[src/rtl/sio_cfg_pkg.sv]
package sio_cfg_pkg;

    typedef enum logic [2:0] {
        KEY_IDLE,
        KEY_ONE,
        KEY_TWO,
        KEY_THREE,
        CFG_OPEN
    } key_state_e;

    localparam logic [7:0] KEY_BYTE0    = 8'h87;
    localparam logic [7:0] KEY_BYTE1    = 8'h61;
    localparam logic [7:0] KEY_BYTE2    = 8'h55;
    localparam logic [7:0] KEY_LAST_LO  = 8'h55;
    localparam logic [7:0] KEY_LAST_HI  = 8'hAA;

    localparam logic [7:0] IDX_EXIT     = 8'h02;
    localparam logic [7:0] EXIT_CODE    = 8'h02;
    localparam logic [7:0] IDX_LDN      = 8'h07;
    localparam logic [7:0] IDX_ID_HI    = 8'h20;
    localparam logic [7:0] IDX_ID_LO    = 8'h21;
    localparam logic [7:0] IDX_BASE_HI  = 8'h60;
    localparam logic [7:0] IDX_BASE_LO  = 8'h61;
    localparam logic [7:0] IDX_DIR_BASE = 8'hF0;

    localparam logic [7:0] LOCKED_READ  = 8'hFF;

endpackage

[src/rtl/sio_key_fsm.sv]
module sio_key_fsm
    import sio_cfg_pkg::*;
(
    input  logic       clk,
    input  logic       rst_n,
    input  logic       strap_alt,
    input  logic       idx_wr,
    input  logic       data_wr,
    input  logic [7:0] wdata,
    input  logic [7:0] cur_idx,
    output logic       cfg_open
);

    key_state_e state_q, state_d;
    logic [7:0] last_key;
    logic       exit_hit;

    always_comb begin
        last_key = strap_alt ? KEY_LAST_HI : KEY_LAST_LO;
        exit_hit = data_wr && (cur_idx == IDX_EXIT) && (wdata == EXIT_CODE);
    end

    // state register
    always_ff @(posedge clk) begin
        if (!rst_n) state_q <= KEY_IDLE;
        else        state_q <= state_d;
    end

    // next-state logic: advance, restart, drop, open, close
    always_comb begin
        state_d = state_q;
        unique case (state_q)
            KEY_IDLE: begin
                if (idx_wr && wdata == KEY_BYTE0) state_d = KEY_ONE;
            end
            KEY_ONE: begin
                if (idx_wr) begin
                    if (wdata == KEY_BYTE1)      state_d = KEY_TWO;
                    else if (wdata == KEY_BYTE0) state_d = KEY_ONE;
                    else                         state_d = KEY_IDLE;
                end
            end
            KEY_TWO: begin
                if (idx_wr) begin
                    if (wdata == KEY_BYTE2)      state_d = KEY_THREE;
                    else if (wdata == KEY_BYTE0) state_d = KEY_ONE;
                    else                         state_d = KEY_IDLE;
                end
            end
            KEY_THREE: begin
                if (idx_wr) begin
                    if (wdata == last_key)       state_d = CFG_OPEN;
                    else if (wdata == KEY_BYTE0) state_d = KEY_ONE;
                    else                         state_d = KEY_IDLE;
                end
            end
            CFG_OPEN: begin
                if (exit_hit) state_d = KEY_IDLE;
            end
            default: state_d = KEY_IDLE;
        endcase
    end

    // outputs
    always_comb begin
        cfg_open = (state_q == CFG_OPEN);
    end

endmodule

[src/rtl/sio_cfg_regs.sv]
module sio_cfg_regs
    import sio_cfg_pkg::*;
#(
    parameter int          PINS     = 16,
    parameter logic [15:0] CHIP_ID  = 16'h8761,
    parameter logic [7:0]  LDN_GPIO = 8'h02
) (
    input  logic            clk,
    input  logic            rst_n,
    input  logic            cfg_open,
    input  logic            idx_wr,
    input  logic            data_wr,
    input  logic [7:0]      wdata,
    output logic [7:0]      idx_q,
    output logic [7:0]      ldn_q,
    output logic [7:0]      cfg_rdata,
    output logic [15:0]     gpio_base,
    output logic [PINS-1:0] gpio_dir
);

    localparam int NBANK = PINS / 8;

    logic        reg_wr;
    logic        gpio_sel;
    logic [7:0]  base_hi_q, base_lo_q;
    logic [7:0]  dir_bank [NBANK];

    always_comb begin
        reg_wr   = cfg_open && data_wr;
        gpio_sel = (ldn_q == LDN_GPIO);
    end

    always_ff @(posedge clk) begin
        if (!rst_n)                  idx_q <= 8'h00;
        else if (cfg_open && idx_wr) idx_q <= wdata;
    end

    always_ff @(posedge clk) begin
        if (!rst_n)                            ldn_q <= 8'h00;
        else if (reg_wr && idx_q == IDX_LDN)   ldn_q <= wdata;
    end

    always_ff @(posedge clk) begin
        if (!rst_n) begin
            base_hi_q <= 8'h00;
            base_lo_q <= 8'h00;
        end else if (reg_wr && gpio_sel) begin
            if (idx_q == IDX_BASE_HI) base_hi_q <= wdata;
            if (idx_q == IDX_BASE_LO) base_lo_q <= wdata;
        end
    end

    assign gpio_base = {base_hi_q, base_lo_q};

    for (genvar k = 0; k < NBANK; k++) begin : g_dir
        localparam logic [7:0] BANK_IDX = IDX_DIR_BASE + 8'(k);
        always_ff @(posedge clk) begin
            if (!rst_n)
                dir_bank[k] <= 8'h00;
            else if (reg_wr && gpio_sel && idx_q == BANK_IDX)
                dir_bank[k] <= wdata;
        end
        assign gpio_dir[k*8 +: 8] = dir_bank[k];
    end

    // read mux
    always_comb begin
        cfg_rdata = 8'h00;
        if (idx_q == IDX_ID_HI)      cfg_rdata = CHIP_ID[15:8];
        else if (idx_q == IDX_ID_LO) cfg_rdata = CHIP_ID[7:0];
        else if (idx_q == IDX_LDN)   cfg_rdata = ldn_q;
        else if (gpio_sel) begin
            if (idx_q == IDX_BASE_HI)      cfg_rdata = base_hi_q;
            else if (idx_q == IDX_BASE_LO) cfg_rdata = base_lo_q;
            else begin
                for (int k = 0; k < NBANK; k++) begin
                    if (idx_q == IDX_DIR_BASE + 8'(k)) cfg_rdata = dir_bank[k];
                end
            end
        end
    end

endmodule

[src/rtl/sio_cfg_port.sv]
module sio_cfg_port
    import sio_cfg_pkg::*;
#(
    parameter int          PINS     = 16,
    parameter logic [15:0] CHIP_ID  = 16'h8761,
    parameter logic [7:0]  LDN_GPIO = 8'h02
) (
    input  logic            clk,
    input  logic            rst_n,
    input  logic            strap_alt,
    input  logic            wr_stb,
    input  logic            rd_stb,
    input  logic            addr_sel,
    input  logic [7:0]      wdata,
    output logic [7:0]      rdata,
    output logic            cfg_active,
    output logic [15:0]     gpio_base,
    output logic [PINS-1:0] gpio_dir
);

    logic       idx_wr, data_wr;
    logic [7:0] idx_q, ldn_q, cfg_rdata;

    always_comb begin
        idx_wr  = wr_stb && !addr_sel;
        data_wr = wr_stb && addr_sel;
    end

    sio_key_fsm u_fsm (
        .clk      (clk),
        .rst_n    (rst_n),
        .strap_alt(strap_alt),
        .idx_wr   (idx_wr),
        .data_wr  (data_wr),
        .wdata    (wdata),
        .cur_idx  (idx_q),
        .cfg_open (cfg_active)
    );

    sio_cfg_regs #(
        .PINS    (PINS),
        .CHIP_ID (CHIP_ID),
        .LDN_GPIO(LDN_GPIO)
    ) u_regs (
        .clk      (clk),
        .rst_n    (rst_n),
        .cfg_open (cfg_active),
        .idx_wr   (idx_wr),
        .data_wr  (data_wr),
        .wdata    (wdata),
        .idx_q    (idx_q),
        .ldn_q    (ldn_q),
        .cfg_rdata(cfg_rdata),
        .gpio_base(gpio_base),
        .gpio_dir (gpio_dir)
    );

    // read path; rd_stb is the host's timing qualifier only
    always_comb begin
        if (!cfg_active)   rdata = LOCKED_READ;
        else if (addr_sel) rdata = cfg_rdata;
        else               rdata = idx_q;
    end

endmodule

[config.mk]
export PLATFORM = sky130hd
export DESIGN_NAME = sio_cfg_port
export DESIGN_NICKNAME = d
export VERILOG_FILES = /design/src/rtl/sio_cfg_pkg.sv /design/src/rtl/sio_key_fsm.sv /design/src/rtl/sio_cfg_regs.sv /design/src/rtl/sio_cfg_port.sv
export SDC_FILE = /design/constraint.sdc
export NUM_CORES = 1
export LEC_CHECK = 0
export BUFFER_PORTS_ARGS = -buffer_cell sky130_fd_sc_hd__clkbuf_2
export CAP_MARGIN = 40
export CORE_MARGIN = 8
export CORE_UTILIZATION = 60
export CTS_CLUSTER_DIAMETER = 80
export DETAILED_ROUTE_END_ITERATION = 10
export PLACE_DENSITY_LB_ADDON = 0.1
export SLEW_MARGIN = 20
export SYNTH_ARGS = -nofsm -noshare
export SYNTH_HDL_FRONTEND = slang
export SYNTH_HIERARCHICAL = 1
export SYNTH_SLANG_ARGS = --single-unit
[constraint.sdc]
create_clock -name clk -period 4.5 [get_ports clk]
set_clock_uncertainty 0.1 [all_clocks]
set_input_delay 0.225 -clock clk [delete_from_list [all_inputs] [get_ports clk]]
set_output_delay 0.225 -clock clk [all_outputs]
set_load 0.01 [all_outputs]
* After elaboration in Yosys (flattened, before gate mapping)
Memories as Yosys holds them, arrays and structs flattened.
Cells that the tools add are included.
** Operators by class
- Reductions and logical operators :: 16
- Bitwise gates (word level) :: 2
- Eq/ne operators :: 23
- Muxes and demuxes :: 30
** Operator list (count)
- $mux 8 :: 13
- $eq 8x7->1 const B :: 4
- $eq 8x2->1 const B :: 3
- $eq 8x8->1 const B :: 3
- $mux 3 :: 8
- $eq 8x6->1 const B :: 2
- $pmux 3 s5 :: 1
- $logic_and 1x1->1 :: 11
- $ne 2x1->1 const B :: 5
- $eq 8x3->1 const B :: 1
- $eq 8x8->1 :: 1
- $mux 1 :: 8
- $eq 3x2->1 const B :: 2
- $reduce_and 5->1 :: 1
- $reduce_and 2->1 :: 2
- $eq 3x1->1 const B :: 1
- $eq 3x3->1 const B :: 1
- $logic_not 3->1 :: 1
- $or 1x1->1 :: 2
- $logic_not 1->1 :: 1
** Word-level totals
- Word-level logic and storage cells :: 77
- Flip-flop bits (word level) :: 35
- Bits of input ports :: 14
- Memories kept :: 1
- Bits in writable memories :: 16
- Output and inout bits :: 41
** Memory list
- u_regs.dir_bank :: depth 2, bits a word 8, read ports 2, clocked after memory_dff 0, write ports 2, line sio_cfg_regs.sv:26 : logic [7:0] dir_bank [NBANK];

* Depth between registers and ports, before layout
- Depth after elaboration :: 11
- Gate-level depth with buffers :: 9
- Mapped depth without buffers :: 6

* Modules after synthesis
Netlist, hierarchy kept.
** By module, submodules not included
- sio_cfg_regs :: seq. area each 1121.1 um^2, cells an instance 265, times used 1, area an instance 2468.6 um^2
- sio_key_fsm :: seq. area each 60.1 um^2, cells an instance 31, times used 1, area an instance 265.3 um^2
- sio_cfg_port :: seq. area each 0.0 um^2, cells an instance 20, times used 1, area an instance 141.4 um^2

* Worst setup path after synthesis
Ideal clock, no wire load.
- Path kind :: reg2reg
- Start :: reg u_fsm.state_q[1]
- End :: mem u_regs.dir_bank[1][0], enable pin
- Arrival time :: 2.499 ns
- Library setup time :: 0.387 ns
- Buffers on the path :: 2
- Data required time :: 4.013 ns
- Period minus slack after synthesis :: 2.985 ns
- Stages on the path, launching flop included :: 7
- Path slack :: 1.515 ns
- Cells stage by stage :: dfxtp_1 > nor3b_1 > clkbuf_1 > nand2_1 > or3_4 > buf_6 > o31ai_1
** RTL lines
- start: declaration :: line sio_key_fsm.sv:14 : key_state_e state_q, state_d;
- start signal: assignment :: line sio_key_fsm.sv:26 : else state_q <= state_d;
- end: declaration :: line sio_cfg_regs.sv:26

* Worst setup path in the final report
- Start :: reg u_regs.idx_q[5]
- End :: out rdata[7]
** On the way
- Longest elaborated chain between the ends :: 11
- Elaborated cells between the ends (all ways) :: 17
- Those cells by class :: eq/ne (7); mux (10)
** Ends and longest elaborated chain
- start: declaration :: line sio_cfg_regs.sv:14 : output logic [7:0] idx_q,
- start signal: assignment :: line sio_cfg_regs.sv:35 : else if (cfg_open && idx_wr) idx_q <= wdata;
- $eq 8x8->1 :: line sio_cfg_regs.sv:77 : if (idx_q == IDX_DIR_BASE + 8'(k)) cfg_rdata = dir_bank[k];
- $mux 8 (2 in series) :: line sio_cfg_regs.sv:77
- $mux 8 :: line sio_cfg_regs.sv:74 : else if (idx_q == IDX_BASE_LO) cfg_rdata = base_lo_q;
- $mux 8 :: line sio_cfg_regs.sv:73 : if (idx_q == IDX_BASE_HI) cfg_rdata = base_hi_q;
- $mux 8 :: line sio_cfg_regs.sv:72 : else if (gpio_sel) begin
- $mux 8 :: line sio_cfg_regs.sv:71 : else if (idx_q == IDX_LDN) cfg_rdata = ldn_q;
- $mux 8 :: line sio_cfg_regs.sv:70 : else if (idx_q == IDX_ID_LO) cfg_rdata = CHIP_ID[7:0];
- $mux 8 (*) :: line sio_cfg_regs.sv:69 : if (idx_q == IDX_ID_HI) cfg_rdata = CHIP_ID[15:8];
- named net cfg_rdata[7] :: line sio_cfg_port.sv:22 : logic [7:0] idx_q, ldn_q, cfg_rdata;
- $mux 8 (*) :: line sio_cfg_port.sv:61 : else if (addr_sel) rdata = cfg_rdata;
- $mux 8 (*) :: line sio_cfg_port.sv:60 : if (!cfg_active) rdata = LOCKED_READ;
- end: declaration :: line sio_cfg_port.sv:15 : output logic [7:0] rdata,
The timed path passes the listed nets; every way through them passes the cells marked *.

==> flow_summary.toml <==
[status]
run_status = "finished clean"

[routing]
firstDrtPassIters = 4
routed.top_layer = "met4"
via_per_inst = 6.37
route.vias.total = 2669
finalWirelength_mm = 8.07
wl_met2_mm = 3.92
drc = 0
routedWlPerCell_um = 19.3
drt-met1-wl_mm = 3.39
drt_iter0_drc = 231
met3RoutedLength_um = 599
antenna_violating_nets_post_route = 0

[global_route]
grt_pass1_wl_mm = 12.9
number_of_antenna_violations_at_the_first_check_in_global_routing = 0
grt_pass1_vias = 2567
overflow = 0
overall_global_routing_usage_pct = 22.5
grt_start_max_net_pins = 47

[synthesis]
yosys_top_cell_by_area = "sky130_fd_sc_hd__dfxtp_1"
synth_commonest_cells = "sky130_fd_sc_hd__nand2_1, sky130_fd_sc_hd__dfxtp_1, sky130_fd_sc_hd__mux2i_1"
avgSynthCellArea_um2 = 9.10
netlist_instances = 316
synth-seq-cells = 51
yosys.cell_types.count = 52
yosys.cell_count.top_type = "sky130_fd_sc_hd__nand2_1"
synthTopCellsByArea = "sky130_fd_sc_hd__dfxtp_1, sky130_fd_sc_hd__edfxtp_1, sky130_fd_sc_hd__mux2i_1, sky130_fd_sc_hd__nand2_1, sky130_fd_sc_hd__a21boi_0"
number_of_synthesized_flops_with_an_enable_pin = 16
synth_seq_area_share_pct = 41.1
yosys_warnings = 6
syn-num-nets = 330
ys_dominant_reg_cell = "sky130_fd_sc_hd__dfxtp_1"
post_synth_top_area_share_pct = 24.4
ys_async_sr_fraction_pct = 0
syn-cell-area_mm2 = 0.00288

[critical_path]
crit_top_cell = "sky130_fd_sc_hd__nand2_1"
timing.critical_path.cells = "nor4bb_1, buf_1, nand2_1, o221ai_1, a21boi_0, mux2i_1, nand2_1, clkbuf_2"
critical-path-top-delay-family = "simple AND/OR/NAND/NOR gates"
max_stage_delay_ns = 0.56
timing.critical_path.buf_inv = 2
data_arrival_time_of_the_critical_path_ns = 3.02
timing.critical_path.depth = 8
peak_fanout_along_the_critical_path = 16
timing.critical_path.from_type = "register"
crit_slowest_cell = "sky130_fd_sc_hd__dfxtp_1"
worst-endpoint-required_ns = 4.18
reg2reg_depth = 4
worst_setup_path_end_kind = "primary output"
timing.reg2reg.setup_slack_ns = 1.85
critPathKind = "reg2out"

[sta]
tightestPinTransition_ns = 0.813
hold_ws_ns = 0.160
max_clock_freq_mhz = 299
setup-tns-final_ns = 0
grt_setup_unrepaired = "false"
finalWorstPathRequiredPeriod_ns = 3.34
setup_viol = 0
hold_violations = 0
slew_violations = 0
finalCritPeriodShare_pct = 74.2
worst_slew_margin_rel_pct = 45.4

[cells_and_area]
finalNetCount = 378
final_standard_cell_area_without_fillers_mm2 = 0.00326
insertedDiodeCount = 0
drive_above_1_share_pct = 21.4
layout-area-overhead-vs-synth_pct = 13.3

[placed_design]
routabilityCongestion = 0.914
port-buffer-count = 53
dp.final_hpwl_mm = 5.84
place_area_mm2 = 0.00317

[clocking]
cts_buffers = 5
clk_latency_ns = 0.31
clk_pin_slew_worst_paths_ns = 0.09
cts_repair_resize_count = 0
cts-hold-fix-buffers = 0
cts_root_buf = "sky130_fd_sc_hd__clkbuf_8"
cts-htree-levels = 2
cts_sinks = 51
cts_tree = "yes"
cts.path.max_buffers = 2
post_cts_setup_buffers = 0

[die]
floorplan.core_area_mm2 = 0.00466
ioPinCount = 55
die_height_um = 85.2
floorplan.initialDensity_pct = 61.7
rows = 25
die-width_um = 85.2
design.die.area_mm2 = 0.00726

[pwr]
p_switching_mw = 0.199
p_leak_nw = 1.31
pwr_cell_area_mw_per_mm2 = 248
p_int_mw = 0.608
power.share.sequential_pct = 60.2
worst_ir_drop_vdd_uv = 139
switching_share_pct = 24.7
combinationalPowerShare_pct = 7.0
power.clock.fraction_pct = 32.8

[worst_hold_path]
hold_path.class = "in2reg"
worstHoldPathCells = 3

[flow_run]
max-cap-violations = 0
[worst min-delay path: stages]
cell and delay (ns):
sky130_fd_sc_hd__clkbuf_2 0.09, sky130_fd_sc_hd__o32a_1 0.15, sky130_fd_sc_hd__o31ai_1 0.06
[metrics by stage]
| step | cells | util, % | setup WS [ns] | power [mW] |
|---|---|---|---|---|
| after detailed placement | 411 | 68.0 | 1.63 | 0.554 |
| after CTS | 419 | 69.9 | 1.26 | 0.812 |
| final | 419 | 69.9 | 1.16 | 0.808 |
| after global placement | 407 | 67.4 | 1.32 | 0.552 |
| after global routing | 419 | 69.9 | 0.993 | 0.838 |
| after floorplan | 316 | - | 1.51 | 0.523 |
[flip-flops by register name, indices dropped and copies added (netlist names)]
signal / cells
u_regs/base_lo_q: 8
u_regs/dir_bank: 16
u_fsm/state_q: 3
u_regs/base_hi_q: 8
u_regs/ldn_q: 8
u_regs/idx_q: 8
[power groups by stage]
stage / clock (mW) / sequential, mW / combinational, mW
final: 0.265 / 0.486 / 0.0569
after global routing: 0.289 / 0.487 / 0.0616
after CTS: 0.269 / 0.486 / 0.0568
after detailed placement: 0 / 0.497 / 0.0565
after global placement: 0 / 0.496 / 0.0552
after floorplan: 0 / 0.499 / 0.0238
[worst paths after layout]
kind | startpoint | endpoint
max | u_regs/idx_q[5] | rdata[7]
min | strap_alt | u_fsm/state_q[2]
max reg2reg | u_regs/ldn_q[3] | u_regs/dir_bank[1][1]
min reg2reg | u_regs/base_lo_q[0] | u_regs/base_lo_q[0]
[routing by layer]
metal | vias to the layer above | track usage (%)
met2 | 108 | 38.6
met3 | 14 | 5.31
met4 | 0 | 8.25
met5 | - | 0
li1 | 1257 | -
met1 | 1290 | 26.5
[cells by family after synthesis]
family                 count (synthesis)  synth area share, %
buffers and inverters                 24                 3.74
and+or+nand+nor                      144                 29.9
muxes                                 24                 8.36
DFF                                   51                 41.1
AOI/OAI and AO/OA                     73                 16.9
[final cells by class]
| class | count | area (µm²) |
|---|---|---|
| sequential | 51 | 1180 |
| tap | 54 | 67.6 |
| clock buffer | 5 | 68.8 |
| timing repair buffer | 58 | 302 |
| multi-input combinational | 241 | 1590 |
| fill | 389 | 1400 |
| clock inverter | 3 | 20.0 |
| inverter | 7 | 26.3 |
[cells in the final DEF (no fill, tap or decap), types with 6 or more instances in the layout]
cell type	n
sky130_fd_sc_hd__a21boi_0	18
sky130_fd_sc_hd__a21oi_1	14
sky130_fd_sc_hd__and2_1	17
sky130_fd_sc_hd__and3_1	8
sky130_fd_sc_hd__clkbuf_2	53
sky130_fd_sc_hd__dfxtp_1	35
sky130_fd_sc_hd__edfxtp_1	16
sky130_fd_sc_hd__inv_1	7
sky130_fd_sc_hd__mux2i_1	24
sky130_fd_sc_hd__nand2_1	41
sky130_fd_sc_hd__nand2b_1	8
sky130_fd_sc_hd__nand3_1	19
sky130_fd_sc_hd__nor2_1	6
sky130_fd_sc_hd__nor2b_1	8
sky130_fd_sc_hd__o21ai_0	17
No activity file was read; power rests on OpenSTA's default activity.
